<file path="src/rtl/ext_wait_seq.sv">
module ext_wait_seq #(
  parameter int CW = 2,
  parameter int SW = 3
) (
  input  logic          clk,
  input  logic          rst_n,
  input  logic          req,
  input  logic          ext_area,
  input  logic [CW-1:0] wcnt_norm,
  input  logic [CW-1:0] wcnt_ext,
  input  logic [1:0]    wmode,
  input  logic          wait_n,
  output logic [SW-1:0] bus_state,
  output logic          busy,
  output logic          done
);

  localparam logic [SW-1:0] S_IDLE = SW'(0);
  localparam logic [SW-1:0] S_T1   = SW'(1);
  localparam logic [SW-1:0] S_T2   = SW'(2);
  localparam logic [SW-1:0] S_TW   = SW'(3);
  localparam logic [SW-1:0] S_T3   = SW'(4);
  localparam logic [1:0]    M_PIN  = 2'b01;
  localparam logic [1:0]    M_AUTO = 2'b10;
  localparam logic [CW-1:0] CNT_RST = {CW{1'b1}};

  logic [SW-1:0] st, st_nx;
  logic [CW-1:0] rem, rem_nx;
  logic [CW-1:0] cnt_q;
  logic [1:0]    mode_q;
  logic          wait_q;

  wire pin_m  = (mode_q == M_PIN);
  wire auto_m = (mode_q == M_AUTO);
  wire low_q  = ~wait_q;
  wire accept = (st == S_IDLE) && req;

  always_ff @(negedge clk or negedge rst_n)
    if (!rst_n) wait_q <= 1'b1;
    else        wait_q <= wait_n;

  always_ff @(posedge clk or negedge rst_n)
    if (!rst_n) begin
      cnt_q  <= CNT_RST;
      mode_q <= 2'b00;
    end else if (accept) begin
      cnt_q  <= ext_area ? wcnt_ext : wcnt_norm;
      mode_q <= wmode;
    end

  always_comb begin
    st_nx  = st;
    rem_nx = rem;
    case (st)
      S_IDLE: if (req) st_nx = S_T1;
      S_T1:   st_nx = S_T2;
      S_T2: begin
        if (auto_m) begin
          if (low_q && cnt_q != '0) begin st_nx = S_TW; rem_nx = cnt_q; end
          else st_nx = S_T3;
        end else if (cnt_q != '0) begin
          st_nx = S_TW; rem_nx = cnt_q;
        end else if (pin_m && low_q) begin
          st_nx = S_TW; rem_nx = '0;
        end else st_nx = S_T3;
      end
      S_TW: begin
        if (rem > CW'(1)) rem_nx = rem - CW'(1);
        else if (pin_m && low_q) rem_nx = '0;
        else st_nx = S_T3;
      end
      S_T3:    st_nx = S_IDLE;
      default: st_nx = S_IDLE;
    endcase
  end

  always_ff @(posedge clk or negedge rst_n)
    if (!rst_n) begin
      st  <= S_IDLE;
      rem <= '0;
    end else begin
      st  <= st_nx;
      rem <= rem_nx;
    end

  assign bus_state = st;
  assign busy      = (st != S_IDLE);
  assign done      = (st == S_T3);

  AST_T1_TO_T2: assert property (@(posedge clk) disable iff (!rst_n)
    (st == S_T1) |=> (st == S_T2));
  AST_IDLE_ACCEPT: assert property (@(posedge clk) disable iff (!rst_n)
    accept |=> (st == S_T1));
  AST_TW_PLACE: assert property (@(posedge clk) disable iff (!rst_n)
    (st == S_TW) |-> ($past(st) == S_T2 || $past(st) == S_TW));
  AST_T3_TO_IDLE: assert property (@(posedge clk) disable iff (!rst_n)
    (st == S_T3) |=> (st == S_IDLE));
  AST_CAPPED_RUN: assert property (@(posedge clk) disable iff (!rst_n)
    (st == S_TW && !pin_m) |-> (rem != '0));
  AST_CFG_HOLD: assert property (@(posedge clk) disable iff (!rst_n)
    (busy && $past(busy)) |-> ($stable(cnt_q) && $stable(mode_q)));

endmodule

</file>
<file path="config.mk">
export PLATFORM = sky130hd
export DESIGN_NAME = ext_wait_seq
export DESIGN_NICKNAME = d
export VERILOG_FILES = /design/src/rtl/ext_wait_seq.sv
export SDC_FILE = /design/constraint.sdc
export NUM_CORES = 1
export LEC_CHECK = 0
export ABC_AREA = 1
export CAP_MARGIN = 20
export CORE_MARGIN = 5
export CORE_UTILIZATION = 40
export CTS_CLUSTER_DIAMETER = 100
export DETAILED_ROUTE_END_ITERATION = 12
export PLACE_DENSITY = 0.72
export SETUP_SLACK_MARGIN = 0.1
export SYNTH_ARGS = -nofsm -noshare
export SYNTH_HDL_FRONTEND = slang
export SYNTH_SLANG_ARGS = --single-unit
export TNS_END_PERCENT = 10
</file>
<file path="constraint.sdc">
create_clock -name clk -period 1.2 [get_ports clk]
set_clock_uncertainty 0.15 [all_clocks]
set_input_delay 0.24 -clock clk [delete_from_list [all_inputs] [get_ports clk]]
set_output_delay 0.24 -clock clk [all_outputs]
set_load 0.03 [all_outputs]
</file>
; Word level (Yosys, flattened, before mapping)
; Cells that the tools add are included.
[classes]
add_sub_neg = 1
order_cmp = 1
n_eq_ne = 10
muxes = 15
bitwise_logic = 1
n_reduce_logical = 9
[op_table]
columns = operator, count
row1 = two-way mux 3 bit, 7
row2 = two-way mux 2 bit, 6
row3 = case mux 3 bit (4 select lines), 1
row4 = "equality test 3 x 2 -> 1 bit, second input constant", 2
row5 = "!= test 2 bit, second input constant", 3
row6 = case mux 2 bit (2 select lines), 1
row7 = nonzero test 2 bit, 2
row8 = "equality test 3 x 1 -> 1 bit, second input constant", 1
row9 = "equality test 3 bit, second input constant", 1
row10 = logical AND 1 bit, 3
row11 = zero test 3 bit, 1
row12 = "!= test 3 bit, second input constant", 1
row13 = AND reduction 3 bit, 1
row14 = nonzero test 3 bit, 1
row15 = "equality test 2 x 1 -> 1 bit, second input constant", 1
row16 = "equality test 2 bit, second input constant", 1
row17 = "> comparator 2 x 1 -> 1 bit, second input constant", 1
row18 = AND reduction 2 bit, 1
row19 = "subtractor 2 x 1 -> 2 bit, second input constant", 1
row20 = NOT 1 bit, 1
[word_totals]
regBits = 10
input_bits = 11
output_inout_bits = 5
wordCells = 42

; Depth between registers and ports, before layout
; Gate-level depths: netlist of the first run.
[logic_depth]
depth_word = 6
depth_mapped = 7
ltp_nobuf = 7

==> flow_metrics.tcl, run 1 <==
set metrics [dict create \
    crit-reg2reg-launch "wait_q$_DFF_NN1_" \
    port_buffer_cells 15 \
    yosys.cell_count.top_type "sky130_fd_sc_hd__nand2_1" \
    synth.cell_area_um2 562 \
    critical_path.n_buffers_inverters 1 \
    syn-num-nets 87 \
    final_layout_size_suffix_gt1_share_pct 37.5 \
    critPathCapture "rem[0]$_DFFE_PN0P_" \
    synth_flop_type "sky130_fd_sc_hd__dfrtp_1" \
    max-cap-violations 0 \
    place.detailed.hpwl_mm 1.01 \
    gp_congestion 0.777 \
    n_diodes 0 \
    endpoints_failing_setup 14 \
    grt_remaining_overflow 0 \
    initial_drt_markers 7 \
    totalPowerFinal_w 0.00231 \
    ys_seq_elements 10 \
    synth.largest_area_cell "sky130_fd_sc_hd__dfrtp_1" \
    die_width_um 47.5 \
    ios 16 \
    area.growth.synth_to_final_pct 60.1 \
    deepest_level_of_the_cts_h_tree 1 \
    netlist.area_leader.share_pct 31.2 \
    synthTopCellsByArea "sky130_fd_sc_hd__dfrtp_1, sky130_fd_sc_hd__dfstp_2, sky130_fd_sc_hd__nand2_1, sky130_fd_sc_hd__inv_1, sky130_fd_sc_hd__o21ai_0" \
    seq_area_frac_synth_pct 45.2 \
    timing.final.ws_setup_ns -0.669 \
    crit_path_depth 6 \
    number_of_enable_flip_flop_cells_after_synthesis 0 \
    cp.arrival_ns 1.91 \
    post_drt_via_cell_ratio 4.64 \
    syn_inst 76 \
    drt-total-wl_mm 1.27 \
    peak_per_stage_delay_on_the_critical_path_ns 0.51 \
    crit_chain "inv_2 -> nand3_4 -> nand2_4 -> a21oi_2 -> nor2_1 -> a21oi_1" \
    worstMarginPinSlew_ns 0.270 \
    worst-setup-path-type "flip-flop to flip-flop" \
    synth.distinct_cells 16 \
    min_path_type "input pin to async pin" \
    drc_markers 0 \
    report.final.hold_viol_count 0 \
    die-area_um2 2250 \
    violations "setup timing" \
    die-height_um 47.5 \
    timing.critical_path.max_delay_family "flip-flops" \
    design.final.nets 116 \
    syn_avg_cell_area_um2 7.39 \
    grt_max_degree 10 \
    core_area_um2 1320 \
    wl_per_cell_um 10.6 \
    critical_path_required_ns 1.24 \
    cts.sinks 10 \
    root_buffer "sky130_fd_sc_hd__clkbuf_4" \
    placement_rows 13 \
    starting_density_pct 42.6 \
    tritoncts.num_buffers 3 \
    worst_path_max_delay_cell "sky130_fd_sc_hd__dfstp_2" \
    number_of_antenna_violations_at_the_first_check_in_global_routing 0 \
    power.leakage_nw 0.435 \
    cp-end-kind "flip-flop" \
    power.density_cell_area_nw_per_um2 2570 \
    tritoncts "built" \
    grt_first_pass_wirelength_mm 2.09 \
    r2r_cells 6 \
    gr_util_all_layers_pct 13.6 \
    cp_max_fo 4 \
    worst-r2r-setup-slack_ns -0.67 \
    fin_setup_tns_ns -4.61 \
    status "complete, but fails checks" \
    worst_ir_drop_vdd_mv 1.39 \
    via_count 552 \
    worst_skew_pair.late_latency_ns 0.32 \
    async_reset_ff_share_pct 100 \
    cts_buffer_depth 2 \
    synth_warnings 0 \
    first_global_vias 521 \
    max-slew-margin-rel_pct 81.9 \
    worstSetupStartpointType "flip-flop" \
    clk_transition_reported_paths_ns 0.07 \
    antenna_viol_nets_final 0 \
    grt_setup_unrepaired "yes" \
    setup.worst_path.start "wait_q$_DFF_NN1_" \
    r2r-end "rem[0]$_DFFE_PN0P_" \
    detail_route.first_pass.iterations 4 \
    netlist_top_cells_count "sky130_fd_sc_hd__nand2_1, sky130_fd_sc_hd__inv_1, sky130_fd_sc_hd__dfrtp_1" \
    final_max_slew_viol_count 0 \
]
sequential cells by signal (all words and copies together) (netlist names):
name / cells
bus_state: 3
cnt_q: 2
mode_q: 2
rem: 2
wait_q: 1
routing by layer:
| metal | wire (µm) | GRT usage (%) | share of wire (%) | vias up |
|---|---|---|---|---|
| met5 | 0 | 0 | 0 | - |
| met1 | 531 | 14.7 | 42 | 239 |
| met4 | 12 | 8.29 | 0.95 | 0 |
| met2 | 636 | 24.3 | 50 | 13 |
| met3 | 83 | 2.63 | 6.6 | 2 |
| li1 | - | - | - | 298 |
cells by family (layout without fill, tap and decap cells):
| kind of cell | after synthesis | in the layout | synth area share (%) |
|---|---|---|---|
| compound gates | 14 | 14 | 14.7 |
| buf+inv | 17 | 45 | 11.6 |
| flops | 10 | 10 | 45.2 |
| simple gates | 35 | 35 | 28.5 |
cells in the final DEF (no fill, tap or decap), drive strengths merged:
cell type	instances
clkinv	1
nand3b	2
nor2	5
nand4	1
nand2	18
buf	13
nand3	5
clkdlybuf4s50	9
dfstp	3
dfrtp	7
o211ai	2
clkdlybuf4s15	1
nor3	4
clkbuf	4
o21ai	6
a21oi	6
inv	16
dlygate4sd2	1
what timing repair did:
item | in CTS | in global routing
gates cloned | 0 | 0
endpoints found under the setup margin | 15 | 14
buffers inserted | 0 | 0
hold buffers | 0 | 0
gates resized for setup | 13 | 7
pin swaps | 2 | 2
final cells by class:
type                    count  area [µm²]
well taps                  15        18.8
inverters                  16        61.3
multi-input cells          49         299
clock inverters             1        3.75
clock buffers               4        36.3
repair buffers             24         226
fillers                   119         418
flip-flops and latches     10         254
worst min-delay path by stage:
stage | endpoint | depth (start not counted) | from
3_3_place_gp | cnt_q[0]$_DFFE_PN1P_ | 2 | cnt_q[0]$_DFFE_PN1P_
5_1_grt | bus_state[1]$_DFFE_PN0P_ | 2 | rst_n
2_1_floorplan | bus_state[0]$_DFFE_PN0P_ | 0 | rst_n
6_report | bus_state[1]$_DFFE_PN0P_ | 2 | rst_n
3_5_place_dp | cnt_q[0]$_DFFE_PN1P_ | 2 | cnt_q[0]$_DFFE_PN1P_
4_1_cts | mode_q[1]$_DFFE_PN0P_ | 2 | rst_n
report_power, final:
part           internal [W]  total, W  switching, W  leakage, nW
Combinational      0.000601   0.00137      0.000766        0.291
Clock              0.000188  0.000314      0.000125       0.0263
Sequential         0.000513  0.000628      0.000115        0.117
Total               0.00130   0.00231       0.00101        0.435
stage by stage:
step	instances	setup WS [ns]	util, %	instance area (µm²)	hold WS [ns]
floorplan	76	-0.588	-	571	-0.206
global placement	115	-0.647	60.5	797	0.368
detailed placement	115	-0.639	60.5	797	0.378
CTS	119	-0.687	66.0	870	0.180
global route	119	-0.751	68.3	900	0.212
finish	119	-0.669	68.3	900	0.179
(Power assumes the default switching activity.)
==> run 2: changes to the inputs <==
--- a/config.mk
+++ b/config.mk
@@ -11,7 +11,7 @@
 export CORE_UTILIZATION = 40
 export CTS_CLUSTER_DIAMETER = 100
 export DETAILED_ROUTE_END_ITERATION = 12
-export PLACE_DENSITY = 0.72
+export PLACE_DENSITY_LB_ADDON = 0.2
 export SETUP_SLACK_MARGIN = 0.1
 export SYNTH_ARGS = -nofsm -noshare
 export SYNTH_HDL_FRONTEND = slang
==> flow_metrics.tcl, run 2 (synthesis gave the netlist of run 1 again) <==
set metrics [dict create \
    number_of_antenna_violations_at_the_first_check_in_global_routing 0 \
    power.density_cell_area_nw_per_um2 2640 \
    seq_power_share_pct 27.2 \
    post_drt_via_cell_ratio 5.19 \
    report.final.hold_viol_count 0 \
    deepest_level_of_the_cts_h_tree 1 \
    worst_skew_pair.late_latency_ns 0.34 \
    wl_per_cell_um 12.1 \
    multi_input_area_um2 288 \
    layout_filler_cell_count 121 \
    placement_rows 13 \
    layout.cell_area.non_filler_um2 881 \
    port_buffer_cells 15 \
    max-slew-margin-rel_pct 78.1 \
    most_common_cell_after_layout_fill_and_taps_aside "sky130_fd_sc_hd__nand2_1" \
    worst_ir_drop_vdd_mv 1.21 \
    initial_drt_markers 10 \
    peak_per_stage_delay_on_the_critical_path_ns 0.51 \
    first_global_vias 568 \
    cp.arrival_ns 1.92 \
    timing.final.ws_setup_ns -0.699 \
    worstMarginPinSlew_ns 0.326 \
    switching_share_pct 44.8 \
    critical_path.n_buffers_inverters 1 \
    grt_remaining_overflow 0 \
    worst_path_max_delay_cell "sky130_fd_sc_hd__dfstp_2" \
    number_of_flip_flops_under_the_largest_register_name 3 \
    grt_first_pass_wirelength_mm 2.30 \
    place.detailed.hpwl_mm 1.05 \
    core_area_um2 1320 \
    cp_max_fo 3 \
    die_width_um 47.5 \
    worst-setup-path-type "flip-flop to flip-flop" \
    die-area_um2 2250 \
    crit_chain "inv_2 -> o21ai_2 -> nand3_2 -> nand2_2 -> nand3b_1 -> nand2_1" \
    mostFrequentLayoutCells "sky130_fd_sc_hd__nand2_1, sky130_fd_sc_hd__inv_1, sky130_fd_sc_hd__clkdlybuf4s50_1, sky130_fd_sc_hd__dfrtp_1, sky130_fd_sc_hd__buf_4" \
    status "complete, but fails checks" \
    cp-end-kind "flip-flop" \
    ff_latch_area_um2 254 \
    via_count 612 \
    worstSetupStartpointType "flip-flop" \
    max-cap-violations 0 \
    min_path_type "input pin to async pin" \
    design.final.nets 115 \
    grt_max_degree 10 \
    drc_markers 0 \
    intPower_w 0.00128 \
    timing.critical_path.max_delay_family "flip-flops" \
    ios 16 \
    starting_density_pct 42.6 \
    gr_util_all_layers_pct 15.3 \
    critical_path_required_ns 1.22 \
    gp_congestion 0.771 \
    place_area_um2 790 \
    share_clk_of_total_power_pct 14.3 \
    endpoints_failing_setup 14 \
    die-height_um 47.5 \
    cts_buffer_depth 2 \
    grt_setup_unrepaired "yes" \
    cts.sinks 10 \
    post_cts.repair.setup_buffers 0 \
    drt-total-wl_mm 1.43 \
    detail_route.first_pass.iterations 4 \
    tritoncts "built" \
    switching_power_w 0.00104 \
    antenna_viol_nets_final 0 \
    clk_transition_reported_paths_ns 0.07 \
    totalPowerFinal_w 0.00233 \
    share_comb_of_total_power_pct 58.5 \
    cts.hold.buffers_added 0 \
    fin_setup_tns_ns -4.70 \
    violations "setup timing" \
    final_layout_size_suffix_gt1_share_pct 35.0 \
    power.leakage_nw 0.429 \
    root_buffer "sky130_fd_sc_hd__clkbuf_4" \
    final_max_slew_viol_count 0 \
    area.growth.synth_to_final_pct 56.8 \
    tritoncts.num_buffers 3 \
    n_diodes 0 \
]
[run 2: changes by cell type in the layout (fill, tap and decap cells not counted), sizes merged]
cell and change:
buf -1
[run 2: path summary, 6_finish.rpt]
kind | endpoint | start | cells after the start | slack, ns
min in group clk | mode_q[0]$_DFFE_PN0P_ | wmode[0] | 3 | 0.37
max in group asynchronous | wait_q$_DFF_NN1_ | rst_n | 1 | 0.17
max reg2reg | rem[1]$_DFFE_PN0P_ | wait_q$_DFF_NN1_ | 6 | -0.70
max | rem[1]$_DFFE_PN0P_ | wait_q$_DFF_NN1_ | 6 | -0.70
min | mode_q[1]$_DFFE_PN0P_ | rst_n | 2 | 0.17
min reg2reg | cnt_q[0]$_DFFE_PN1P_ | cnt_q[0]$_DFFE_PN1P_ | 2 | 0.39
[run 2: area by class of cell]
class,instances,area share [%]
Multi-Input combinational cell,49,32.7
Sequential cell,10,28.8
Timing Repair Buffer,23,24.9
Inverter,16,6.96
Clock buffer,4,4.12
Tap cell,15,2.13
Clock inverter,1,0.426
[run 2: through the flow]
step / utilization [%] / hold slack [ns] / setup WS [ns] / std cells
6_report: 66.9 / 0.168 / -0.699 / 118
3_3_place_gp: 59.9 / 0.371 / -0.656 / 114
4_1_cts: 65.4 / 0.174 / -0.715 / 118
5_1_grt: 66.9 / 0.182 / -0.760 / 118
3_5_place_dp: 59.9 / 0.375 / -0.663 / 114
2_1_floorplan: - / -0.206 / -0.588 / 76
[run 2: timing repair]
action,in CTS,in global routing
endpoints found under the setup margin,15,14
pin swaps,3,0
gates cloned,0,0
resized for setup,13,4
[run 2: layer usage]
metal	vias to the layer above	wire length (µm)	global-route usage, %
met3	3	117	4.51
met1	283	536	15.8
met4	0	39	9.94
met2	28	737	26.7
li1	298	-	-
met5	-	0	0
[run 2: power groups by stage]
stage / sequential (W) / combinational, W / clock [W]
3_3_place_gp: 0.000612 / 0.00118 / 0.0000104
6_report: 0.000634 / 0.00136 / 0.000332
3_5_place_dp: 0.000614 / 0.00121 / 0.0000104
2_1_floorplan: 0.000710 / 0.000656 / 0.0000104
5_1_grt: 0.000648 / 0.00148 / 0.000361
4_1_cts: 0.000625 / 0.00130 / 0.000335
==> run 3: changes to the inputs <==
--- a/config.mk
+++ b/config.mk
@@ -12,6 +12,7 @@
 export CTS_CLUSTER_DIAMETER = 100
 export DETAILED_ROUTE_END_ITERATION = 12
 export PLACE_DENSITY_LB_ADDON = 0.2
+export RECOVER_POWER = 100
 export SETUP_SLACK_MARGIN = 0.1
 export SYNTH_ARGS = -nofsm -noshare
 export SYNTH_HDL_FRONTEND = slang
==> flow_metrics.tcl, run 3 (synthesis gave the netlist of run 1 again) <==
set metrics [dict create \
    violations "setup timing" \
    antenna_viol_nets_final 0 \
    layout.cell_area.non_filler_um2 877 \
    seq_power_share_pct 27.3 \
    r2r-end "rem[1]$_DFFE_PN0P_" \
    cp.arrival_ns 1.92 \
    max-slew-margin-rel_pct 65.2 \
    grt_max_degree 10 \
    cts.sinks 10 \
    grt_setup_unrepaired "yes" \
    critical_path.n_buffers_inverters 1 \
    layout_filler_cell_count 123 \
    first_global_vias 568 \
    final_layout_size_suffix_gt1_share_pct 34.0 \
    tritoncts "built" \
    report.final.hold_viol_count 0 \
    share_clk_of_total_power_pct 14.2 \
    min_path_type "input pin to async pin" \
    cp-end-kind "flip-flop" \
    most_common_cell_after_layout_fill_and_taps_aside "sky130_fd_sc_hd__nand2_1" \
    area.growth.synth_to_final_pct 56.1 \
    multi_input_area_um2 288 \
    timing.final.ws_setup_ns -0.697 \
    via_count 613 \
    die_width_um 47.5 \
    worst_ir_drop_vdd_mv 1.21 \
    ff_latch_area_um2 254 \
    grt_first_pass_wirelength_mm 2.30 \
    clk_transition_reported_paths_ns 0.07 \
    root_buffer "sky130_fd_sc_hd__clkbuf_4" \
    crit_chain "inv_2 -> o21ai_2 -> nand3_2 -> nand2_2 -> nand3b_1 -> nand2_1" \
    power.density_cell_area_nw_per_um2 2650 \
    switching_share_pct 44.8 \
    worstSetupStartpointType "flip-flop" \
    detail_route.first_pass.iterations 4 \
    cts_buffer_depth 2 \
    r2r_cells 6 \
    placement_rows 13 \
    worst-setup-path-type "flip-flop to flip-flop" \
    endpoints_failing_setup 14 \
    die-height_um 47.5 \
    crit-reg2reg-launch "wait_q$_DFF_NN1_" \
    place.detailed.hpwl_mm 1.05 \
    initial_drt_markers 13 \
    design.final.nets 115 \
    grt_remaining_overflow 0 \
    final_core_utilization_pct 66.6 \
    ios 16 \
    fin_setup_tns_ns -4.70 \
    tritoncts.num_buffers 3 \
    timing.critical_path.max_delay_family "flip-flops" \
    switching_power_w 0.00104 \
    mostFrequentLayoutCells "sky130_fd_sc_hd__nand2_1, sky130_fd_sc_hd__inv_1, sky130_fd_sc_hd__clkdlybuf4s50_1, sky130_fd_sc_hd__dfrtp_1, sky130_fd_sc_hd__buf_4" \
    drt-total-wl_mm 1.43 \
    worst_skew_pair.late_latency_ns 0.33 \
    port_buffer_cells 15 \
    max-cap-violations 0 \
    gp_congestion 0.771 \
    worstMarginPinSlew_ns 0.522 \
    starting_density_pct 42.6 \
    wl_per_cell_um 12.1 \
    power.leakage_nw 0.425 \
    share_comb_of_total_power_pct 58.5 \
    drc_markers 0 \
    critical_path_required_ns 1.22 \
    die-area_um2 2250 \
    number_of_antenna_violations_at_the_first_check_in_global_routing 0 \
    gr_util_all_layers_pct 15.3 \
    cp_max_fo 3 \
    worst-r2r-setup-slack_ns -0.70 \
    final_max_slew_viol_count 0 \
    worst_path_max_delay_cell "sky130_fd_sc_hd__dfstp_2" \
    place_area_um2 790 \
    n_diodes 0 \
    post_drt_via_cell_ratio 5.19 \
    status "complete, but fails checks" \
    intPower_w 0.00128 \
    number_of_flip_flops_under_the_largest_register_name 3 \
    deepest_level_of_the_cts_h_tree 1 \
    core_area_um2 1320 \
    peak_per_stage_delay_on_the_critical_path_ns 0.51 \
]
-- run 3: cell types whose count changed in the layout (fill, tap and decap cells not counted) --
| cell | change |
|---|---|
| sky130_fd_sc_hd__buf_4 | -1 |
| sky130_fd_sc_hd__clkbuf_1 | +1 |
| sky130_fd_sc_hd__clkdlybuf4s50_1 | -1 |
| sky130_fd_sc_hd__dlygate4sd3_1 | +1 |
-- run 3: repair_timing --
item | in CTS | in global routing
setup endpoints to repair | 15 | 14
pin swaps | 3 | 0
cloned | 0 | 0
gates resized for setup | 13 | 4
buffers inserted | 0 | 0
hold buffers | 0 | 0
-- run 3: power groups by stage --
| stage | clock network [W] | registers, W | logic (W) |
|---|---|---|---|
| after floorplan | 0.0000104 | 0.000710 | 0.000656 |
| after global placement | 0.0000104 | 0.000612 | 0.00118 |
| after detailed placement | 0.0000104 | 0.000614 | 0.00121 |
| after CTS | 0.000335 | 0.000625 | 0.00130 |
| after global routing | 0.000361 | 0.000648 | 0.00148 |
| final | 0.000330 | 0.000633 | 0.00136 |
-- run 3: per-stage QoR --
stage,worst slack (ns),hold WS [ns],cells,total power [W]
after global routing,-0.760,0.392,118,0.00249
after floorplan,-0.588,-0.206,76,0.00138
after global placement,-0.656,0.371,114,0.00180
after detailed placement,-0.663,0.375,114,0.00184
final,-0.697,0.363,118,0.00232
after CTS,-0.715,0.174,118,0.00226
-- run 3: layout make-up --
type / instances / area share [%]
well taps: 15 / 2.14
multi-input cells: 49 / 32.8
clock buffers: 4 / 4.14
inverters: 16 / 6.99
clock inverters: 1 / 0.428
repair buffers: 23 / 24.5
flip-flops and latches: 10 / 29.0
-- run 3: metal layers --
layer | global-route usage, % | vias up | part of all wire [%]
met1 | 15.8 | 282 | 37
met4 | 9.94 | 0 | 2.7
met2 | 26.7 | 28 | 52
met5 | 0 | - | 0
li1 | - | 300 | -
met3 | 4.51 | 3 | 8.1
-- run 3: how the worst max path moves through the flow --
stage / slack (ns) / depth (start not counted) / startpoint / endpoint
floorplan: -0.59 / 6 / wait_q$_DFF_NN1_ / rem[1]$_DFFE_PN0P_
global placement: -0.66 / 6 / wait_q$_DFF_NN1_ / rem[0]$_DFFE_PN0P_
detailed placement: -0.66 / 6 / wait_q$_DFF_NN1_ / rem[0]$_DFFE_PN0P_
CTS: -0.71 / 6 / wait_q$_DFF_NN1_ / rem[1]$_DFFE_PN0P_
global route: -0.76 / 6 / wait_q$_DFF_NN1_ / rem[1]$_DFFE_PN0P_
finish: -0.70 / 6 / wait_q$_DFF_NN1_ / rem[1]$_DFFE_PN0P_
